===== config.mk =====
export PLATFORM = sky130hd
export DESIGN_NAME = seq_impl_monitor
export DESIGN_NICKNAME = d
export VERILOG_FILES = /design/src/rtl/seqmon_pkg.sv /design/src/rtl/seqmon_write_counter.sv /design/src/rtl/seqmon_phase_fsm.sv /design/src/rtl/seqmon_verdict_reg.sv /design/src/rtl/seq_impl_monitor.sv
export SDC_FILE = /design/constraint.sdc
export NUM_CORES = 1
export LEC_CHECK = 0
export BUFFER_PORTS_ARGS = -buffer_cell sky130_fd_sc_hd__buf_2
export CORE_AREA = 2 2 39 41
export CTS_CLUSTER_SIZE = 20
export DETAILED_ROUTE_END_ITERATION = 10
export DIE_AREA = 0 0 41 43
export GPL_ROUTABILITY_DRIVEN = 0
export PLACE_DENSITY = 0.48
export SLEW_MARGIN = 5
export SYNTH_ARGS = -nofsm -noshare
export SYNTH_HDL_FRONTEND = slang
export SYNTH_HIERARCHICAL = 1
export SYNTH_SLANG_ARGS = --single-unit

===== constraint.sdc =====
create_clock -name clk -period 4.45 [get_ports clk]
set_input_delay 0.2225 -clock clk [delete_from_list [all_inputs] [get_ports clk]]
set_output_delay 0.2225 -clock clk [all_outputs]
set_load 0.02 [all_outputs]

===== src/rtl/seqmon_pkg.sv =====
package seqmon_pkg;

    typedef enum logic [1:0] {
        PH_IDLE = 2'd0,
        PH_REQ  = 2'd1,
        PH_WR   = 2'd2,
        PH_OBL  = 2'd3
    } phase_t;

    typedef struct packed {
        logic pass;
        logic fail;
    } verdict_t;

endpackage


===== src/rtl/seqmon_write_counter.sv =====
module seqmon_write_counter #(
    parameter int WR_LEN = 4
) (
    input  logic clk,
    input  logic rst_n,
    input  logic step,
    output logic last
);
    localparam int CW = $clog2(WR_LEN + 1);

    logic [CW-1:0] cnt_d, cnt_q;

    always_comb begin
        cnt_d = '0;
        if (step) begin
            cnt_d = cnt_q + 1'b1;
        end
    end

    always_ff @(posedge clk or negedge rst_n) begin
        if (!rst_n) begin
            cnt_q <= '0;
        end else begin
            cnt_q <= cnt_d;
        end
    end

    assign last = (cnt_q == CW'(WR_LEN - 1));

    // counter must never run past the final write slot
    AST_COUNT_RANGE: assert property (@(posedge clk) disable iff (!rst_n)
        cnt_q < CW'(WR_LEN));

endmodule


===== src/rtl/seqmon_phase_fsm.sv =====
module seqmon_phase_fsm
    import seqmon_pkg::*;
(
    input  logic     clk,
    input  logic     rst_n,
    input  logic     abort_i,
    input  logic     req_i,
    input  logic     ack_i,
    input  logic     wr_i,
    input  logic     wait_i,
    input  logic     done_i,
    input  logic     wr_last,
    output logic     cnt_step,
    output verdict_t hit,
    output phase_t   phase_q
);
    typedef struct packed {
        phase_t   phase;
        verdict_t hit;
    } fsm_next_t;

    fsm_next_t nx_d;
    phase_t    phase_d;

    always_comb begin
        nx_d.phase    = phase_q;
        nx_d.hit.pass = 1'b0;
        nx_d.hit.fail = 1'b0;
        unique case (phase_q)
            PH_IDLE: begin
                if (req_i) nx_d.phase = PH_REQ;
            end
            PH_REQ: begin
                if (req_i)      nx_d.phase = PH_REQ;
                else if (ack_i) nx_d.phase = PH_WR;
                else            nx_d.phase = PH_IDLE;
            end
            PH_WR: begin
                if (!wr_i)        nx_d.phase = PH_IDLE;
                else if (wr_last) nx_d.phase = PH_OBL;
            end
            PH_OBL: begin
                if (done_i) begin
                    nx_d.phase    = PH_IDLE;
                    nx_d.hit.pass = 1'b1;
                end else if (wait_i && !req_i) begin
                    nx_d.phase = PH_OBL;
                end else begin
                    nx_d.phase    = PH_IDLE;
                    nx_d.hit.fail = 1'b1;
                end
            end
            default: nx_d.phase = PH_IDLE;
        endcase
        if (abort_i) begin
            nx_d.phase = PH_IDLE;
            nx_d.hit   = '0;
        end
    end

    assign phase_d  = nx_d.phase;
    assign hit      = nx_d.hit;
    assign cnt_step = (phase_q == PH_WR) && wr_i && !wr_last && !abort_i;

    always_ff @(posedge clk or negedge rst_n) begin
        if (!rst_n) begin
            phase_q <= PH_IDLE;
        end else begin
            phase_q <= phase_d;
        end
    end

    // the obligation phase is only reachable through the write phase
    AST_OBL_ENTRY: assert property (@(posedge clk) disable iff (!rst_n)
        (phase_q != PH_OBL && phase_q != PH_WR) |=> phase_q != PH_OBL);

    // abort leaves no attempt behind
    AST_ABORT_IDLE: assert property (@(posedge clk) disable iff (!rst_n)
        abort_i |=> phase_q == PH_IDLE);

endmodule


===== src/rtl/seqmon_verdict_reg.sv =====
module seqmon_verdict_reg
    import seqmon_pkg::*;
(
    input  logic     clk,
    input  logic     rst_n,
    input  verdict_t hit,
    output logic     pass_o,
    output logic     fail_o
);
    verdict_t v_d, v_q;

    always_comb begin
        v_d = hit;
    end

    always_ff @(posedge clk or negedge rst_n) begin
        if (!rst_n) begin
            v_q <= '0;
        end else begin
            v_q <= v_d;
        end
    end

    assign pass_o = v_q.pass;
    assign fail_o = v_q.fail;

    AST_VERDICT_EXCL: assert property (@(posedge clk) disable iff (!rst_n)
        !(pass_o && fail_o));

    AST_PASS_PULSE: assert property (@(posedge clk) disable iff (!rst_n)
        pass_o |=> !pass_o);

    AST_FAIL_PULSE: assert property (@(posedge clk) disable iff (!rst_n)
        fail_o |=> !fail_o);

endmodule


===== src/rtl/seq_impl_monitor.sv =====
module seq_impl_monitor
    import seqmon_pkg::*;
#(
    parameter int WR_LEN = 4
) (
    input  logic clk,
    input  logic rst_n,
    input  logic abort_i,
    input  logic req_i,
    input  logic ack_i,
    input  logic wr_i,
    input  logic wait_i,
    input  logic done_i,
    output logic pass_o,
    output logic fail_o,
    output logic active_o
);
    logic     wr_last;
    logic     cnt_step;
    verdict_t hit;
    phase_t   phase_q;

    seqmon_write_counter #(.WR_LEN(WR_LEN)) u_cnt (
        .clk   (clk),
        .rst_n (rst_n),
        .step  (cnt_step),
        .last  (wr_last)
    );

    seqmon_phase_fsm u_fsm (
        .clk      (clk),
        .rst_n    (rst_n),
        .abort_i  (abort_i),
        .req_i    (req_i),
        .ack_i    (ack_i),
        .wr_i     (wr_i),
        .wait_i   (wait_i),
        .done_i   (done_i),
        .wr_last  (wr_last),
        .cnt_step (cnt_step),
        .hit      (hit),
        .phase_q  (phase_q)
    );

    seqmon_verdict_reg u_vrd (
        .clk    (clk),
        .rst_n  (rst_n),
        .hit    (hit),
        .pass_o (pass_o),
        .fail_o (fail_o)
    );

    assign active_o = (phase_q != PH_IDLE);

    AST_START: assert property (@(posedge clk) disable iff (!rst_n)
        (!active_o && req_i && !abort_i) |=> active_o);

    AST_VERDICT_IDLE: assert property (@(posedge clk) disable iff (!rst_n)
        (pass_o || fail_o) |-> !active_o);

    AST_ABORT_SILENT: assert property (@(posedge clk) disable iff (!rst_n)
        abort_i |=> (!pass_o && !fail_o && !active_o));

endmodule


**After elaboration in Yosys (flattened, before gate mapping)**

Cells that the tools add are included.

- Add/sub/neg operators: 1
- Equal/unequal tests: 6
- Mux-type cells: 14
- Reduce and logical (&&, ||, !) cells: 10

Operators with widths:

| kind | count |
|---|---|
| $mux W2 | 8 |
| $pmux W2 S4 | 1 |
| $eq A2 B2 Y1 const B | 2 |
| $logic_and A1 B1 Y1 | 4 |
| $mux W4 | 1 |
| $ne A4 B3 Y1 const B | 1 |
| $add A3 B1 Y3 const B | 1 |
| $eq A3 B2 Y1 const B | 1 |
| $logic_not A1 Y1 | 3 |
| $mux W1 | 3 |
| $mux W3 | 1 |
| $ne A3 B3 Y1 const B | 1 |
| $eq A2 B1 Y1 const B | 1 |
| $logic_not A2 Y1 | 1 |
| $reduce_and A2 Y1 | 1 |
| $reduce_bool A2 Y1 | 1 |

- Flip-flop bits (word level): 7
- Input port bits: 8
- Output and inout bits: 3
- Logic and storage cells: 35

**Depth between registers and ports, before layout**

- Depth after elaboration: 6
- Mapped depth: 6
- Gate-level depth less buffers: 6

**Modules after synthesis**

The synthesis kept the hierarchy.

Modules (own cells, without submodules):

| module | instances | cells an instance | area each (um2) | sequential area each (um2) |
|---|---|---|---|---|
| seqmon_phase_fsm | 1 | 18 | 166.4 | 50.0 |
| seqmon_write_counter | 1 | 9 | 137.6 | 75.1 |
| seqmon_verdict_reg | 1 | 2 | 50.0 | 50.0 |
| seq_impl_monitor | 1 | 1 | 6.3 | 0.0 |

**Least setup slack after synthesis**

Ideal clock, no wire load.

- Kind: register -> register
- Start: register u_cnt.cnt_q[0]
- End: register u_cnt.cnt_q[0]
- Library setup time: 0.068 ns
- Arrival time: 1.327 ns
- Data required time: 4.382 ns
- Slack: 3.054 ns
- Stages on the path, launching flop included: 7
- Path buffers: 0
- Clock period less this slack: 1.396 ns
- Cell sequence: dfrtp_1 > ha_1 > ha_1 > inv_1 > nand3_1 > nor3b_1 > nor2b_4

- Cells in the longest elaborated chain, start to end: 5
- Elaborated cells between the ends (all ways): 6
- Classes of those cells: add/sub: 1; eq/ne: 1; mux: 1; reduce/logical: 3

Ends and longest elaborated chain:

| item | RTL line | source |
|---|---|---|
| from (decl) | seqmon_write_counter.sv:11 | `logic [CW-1:0] cnt_d, cnt_q;` |
| from (signal assigned) | seqmon_write_counter.sv:24 | `cnt_q <= cnt_d;` |
| $eq A3 B2 Y1 | seqmon_write_counter.sv:28 | `assign last = (cnt_q == CW'(WR_LEN - 1));` |
| named net wr_last | seq_impl_monitor.sv:18 | `logic wr_last;` |
| $logic_not A1 Y1 | seqmon_phase_fsm.sv:63 | `assign cnt_step = (phase_q == PH_WR) && wr_i && !wr_last && !abort_i;` |
| $logic_and A1 B1 Y1 (2 in a row) | seqmon_phase_fsm.sv:63 |  |
| named net cnt_step | seq_impl_monitor.sv:19 | `logic cnt_step;` |
| $mux W3 | seqmon_write_counter.sv:15 | `if (step) begin` |
| named net u_cnt.cnt_d[0] | seqmon_write_counter.sv:11 |  |

The timed path passes the listed nets, and every way through them passes these cells.
A chain may end at the register's enable or synchronous reset.

**Worst setup path after layout**

Same ends and word-level chain as after synthesis.

==> flow_metrics.env <==
export IMPL_status="complete, no violations"
export IMPL_syn_instance_count=30
export IMPL_crit_arrival_ns=1.72
export IMPL_syn_area_per_cell_um2=12.0
export IMPL_finalClockSkew_ns=0.00273
export IMPL_synth_seq_cells=7
export IMPL_rsz0062_at_grt="false"
export IMPL_vdd_drop_max_mv=0.162
export IMPL_finalSetupViolations=0
export IMPL_fin_nets=54
export IMPL_grt_pass1_wl_um=945
export IMPL_cpLargestDelayFamily="simple AND/OR/NAND/NOR gates"
export IMPL_cts_tree="built"
export IMPL_top_level_ports=11
export IMPL_max_cap_violations=0
export IMPL_htreeDepth=1
export IMPL_setup_tns_ns=0
export IMPL_crit_path_top_delay_cell="dfrtp_1"
export IMPL_start_kind="register"
export IMPL_synthAdderAreaFrac=0.0694
export IMPL_yosys_warnings=6
export IMPL_postCtsSetupRepairBufs=0
export IMPL_min_delay_path_class="in -> reg"
export IMPL_grt_max_degree=8
export IMPL_maxSlewViolCount=0
export IMPL_avgRoutedWirePerCell_um=10.3
export IMPL_syn_to_final_growth_pct=25.3
export IMPL_fin_crit_ns=1.54
export IMPL_nFillCells=151
export IMPL_max_freq_mhz=650
export IMPL_seq_area_frac_synth=0.486
export IMPL_hold_viol=0
export IMPL_die_h_um=43
export IMPL_path_class="reg -> reg"
export IMPL_synth_xor_area_frac=0
export IMPL_clockBufferDepth=2
export IMPL_synth_top_family_by_area="simple AND/OR/NAND/NOR gates"
export IMPL_rows=14
export IMPL_die_w_um=41
export IMPL_synth_mux_area_fraction=0
export IMPL_cts_sinks=7
export IMPL_relSlewSlack=0.774
export IMPL_synth_compound_area_share=0.118
export IMPL_syn_num_nets=40
export IMPL_cts_reportedPaths_clkPinSlew_ns=0.05
export IMPL_drc_errors=0
export IMPL_cpPeakStageDelay_ns=0.41
export IMPL_viasPerCell=4.31
export IMPL_cts_buffers=3
export IMPL_drt_initial_drc_count=2
export IMPL_ys_types=15
export IMPL_worstPathRequired_ns=4.63
export IMPL_drt_total_wl_um=607
export IMPL_worst_pin_slew_ns=0.338
export IMPL_dr_pass1_iters=2
export IMPL_antenna_found_initial=0
export IMPL_cpMostUsedCell="ha_1"
export IMPL_root_buffer="clkbuf_4"
export IMPL_layout_drive_gt1_share=0.419
export IMPL_crit_chain="ha_1 > ha_1 > inv_1 > nand3_1 > nor3b_1 > nor2b_4"
export IMPL_num_antenna_cells=0
export IMPL_end_kind="register"
export IMPL_synth_simple_area_share=0.233
export IMPL_worst_hold_slack_ns=0.243
export IMPL_leakage_nw=0.236
export IMPL_grt_ovfl_total=0
export IMPL_netlist_area_um2=360
export IMPL_period_share=0.346
export IMPL_postRouteAntennaNets=0
export IMPL_crit_fanout=3
export IMPL_port_buffer_count=10
export IMPL_critPathBufInv=1
export IMPL_vias=254
export IMPL_clk_latency_ns=0.24
export IMPL_dieArea_mm2=0.00176
export IMPL_grt_pass1_vias=238
export IMPL_grt_util_all_layers=0.0880
export IMPL_core_mm2=0.00138
export IMPL_p_per_area_mw_per_mm2=297
export IMPL_start_util=0.260
-- state kept, by name, indices dropped and copies added, names as in the netlist --
name / flops
u_fsm/phase_q: 2
u_vrd/pass_o: 1
u_vrd/fail_o: 1
u_cnt/cnt_q: 3
-- kinds of logic after synthesis --
kind of cell,Yosys count
DFF,7
AOI/OAI and AO/OA,4
and+or+nand+nor,10
adders and majority gates,2
buffers and inverters,7
-- path summary, 6_finish.rpt --
path                           startpoint  slack (ns)  cells past startpoint                to
max                        u_cnt/cnt_q[0]        2.91                      6    u_cnt/cnt_q[0]
min                                 ack_i        0.24                      2  u_fsm/phase_q[1]
min reg2reg                u_cnt/cnt_q[0]        0.47                      1    u_cnt/cnt_q[0]
max in group asynchronous           rst_n        3.96                      2    u_cnt/cnt_q[1]
min in group asynchronous           rst_n        0.34                      2      u_vrd/pass_o
max reg2reg                u_cnt/cnt_q[0]        2.91                      6    u_cnt/cnt_q[0]
-- report_power, final --
part           switching, W  total (W)  internal [W]
Clock             0.0000216  0.0000557     0.0000341
Combinational    0.00000670  0.0000130    0.00000627
Sequential      0.000000829  0.0000654     0.0000646
Total             0.0000291   0.000134      0.000105
-- synth_stat cells --
| library cell | instances | share of area |
|---|---|---|
| nor2b_1 | 1 | 0.017 |
| nand3_1 | 1 | 0.014 |
| a32o_2 | 1 | 0.031 |
| buf_4 | 2 | 0.042 |
| a32o_1 | 2 | 0.056 |
| nor2_1 | 1 | 0.010 |
| and3_2 | 1 | 0.021 |
| and2_1 | 1 | 0.017 |
| inv_1 | 5 | 0.052 |
| ha_1 | 2 | 0.069 |
| o2111a_1 | 1 | 0.031 |
| or2_1 | 1 | 0.017 |
| nor2b_4 | 3 | 0.11 |
| dfrtp_1 | 7 | 0.49 |
| nor3b_1 | 1 | 0.021 |
-- stage by stage --
stage               setup WS, ns  cells   util  area, um^2  total power [W]
CTS                         2.88     59  0.326         452         0.000138
detailed placement          2.89     54  0.300         415        0.0000790
floorplan                   3.05     30      -         360        0.0000721
finish                      2.91     59  0.326         452         0.000134
global placement            2.94     54  0.300         415        0.0000783
global route                2.77     59  0.326         452         0.000145
-- cell type report --
class / instances / area (um^2) / share of cell area
Sequential cell: 7 / 175 / 0.388
Tap cell: 16 / 20.0 / 0.0443
Multi-Input combinational cell: 16 / 151 / 0.335
Timing Repair Buffer: 11 / 60.1 / 0.133
Inverter: 5 / 18.8 / 0.0416
Clock buffer: 4 / 26.3 / 0.0582
-- repair_timing --
action,CTS,global route
endpoints found under the setup margin,0,0
hold buffers,1,0
resized for setup,0,0
hold endpoints to repair,7,0
-- routing by layer --
metal | routed length, um | global-route usage
met5 | 0 | 0
met4 | 7 | 0.0600
met1 | 240 | 0.0855
met3 | 52 | 0.0471
met2 | 307 | 0.134
-- worst reg2reg max path, stage by stage, from the launching register on --
cell     delay [ns]
dfrtp_1        0.41
ha_1           0.21
ha_1           0.17
inv_1          0.05
nand3_1        0.10
nor3b_1        0.34
nor2b_4        0.20
-- cell usage in the layout, fill, tap and decap left out, types with 2 or more instances in the layout --
master / count
buf_2: 10
dfrtp_1: 7
inv_1: 5
clkbuf_4: 3
nor2b_4: 3
ha_1: 2
a32o_1: 2
Power figures use the tool's default switching activity.
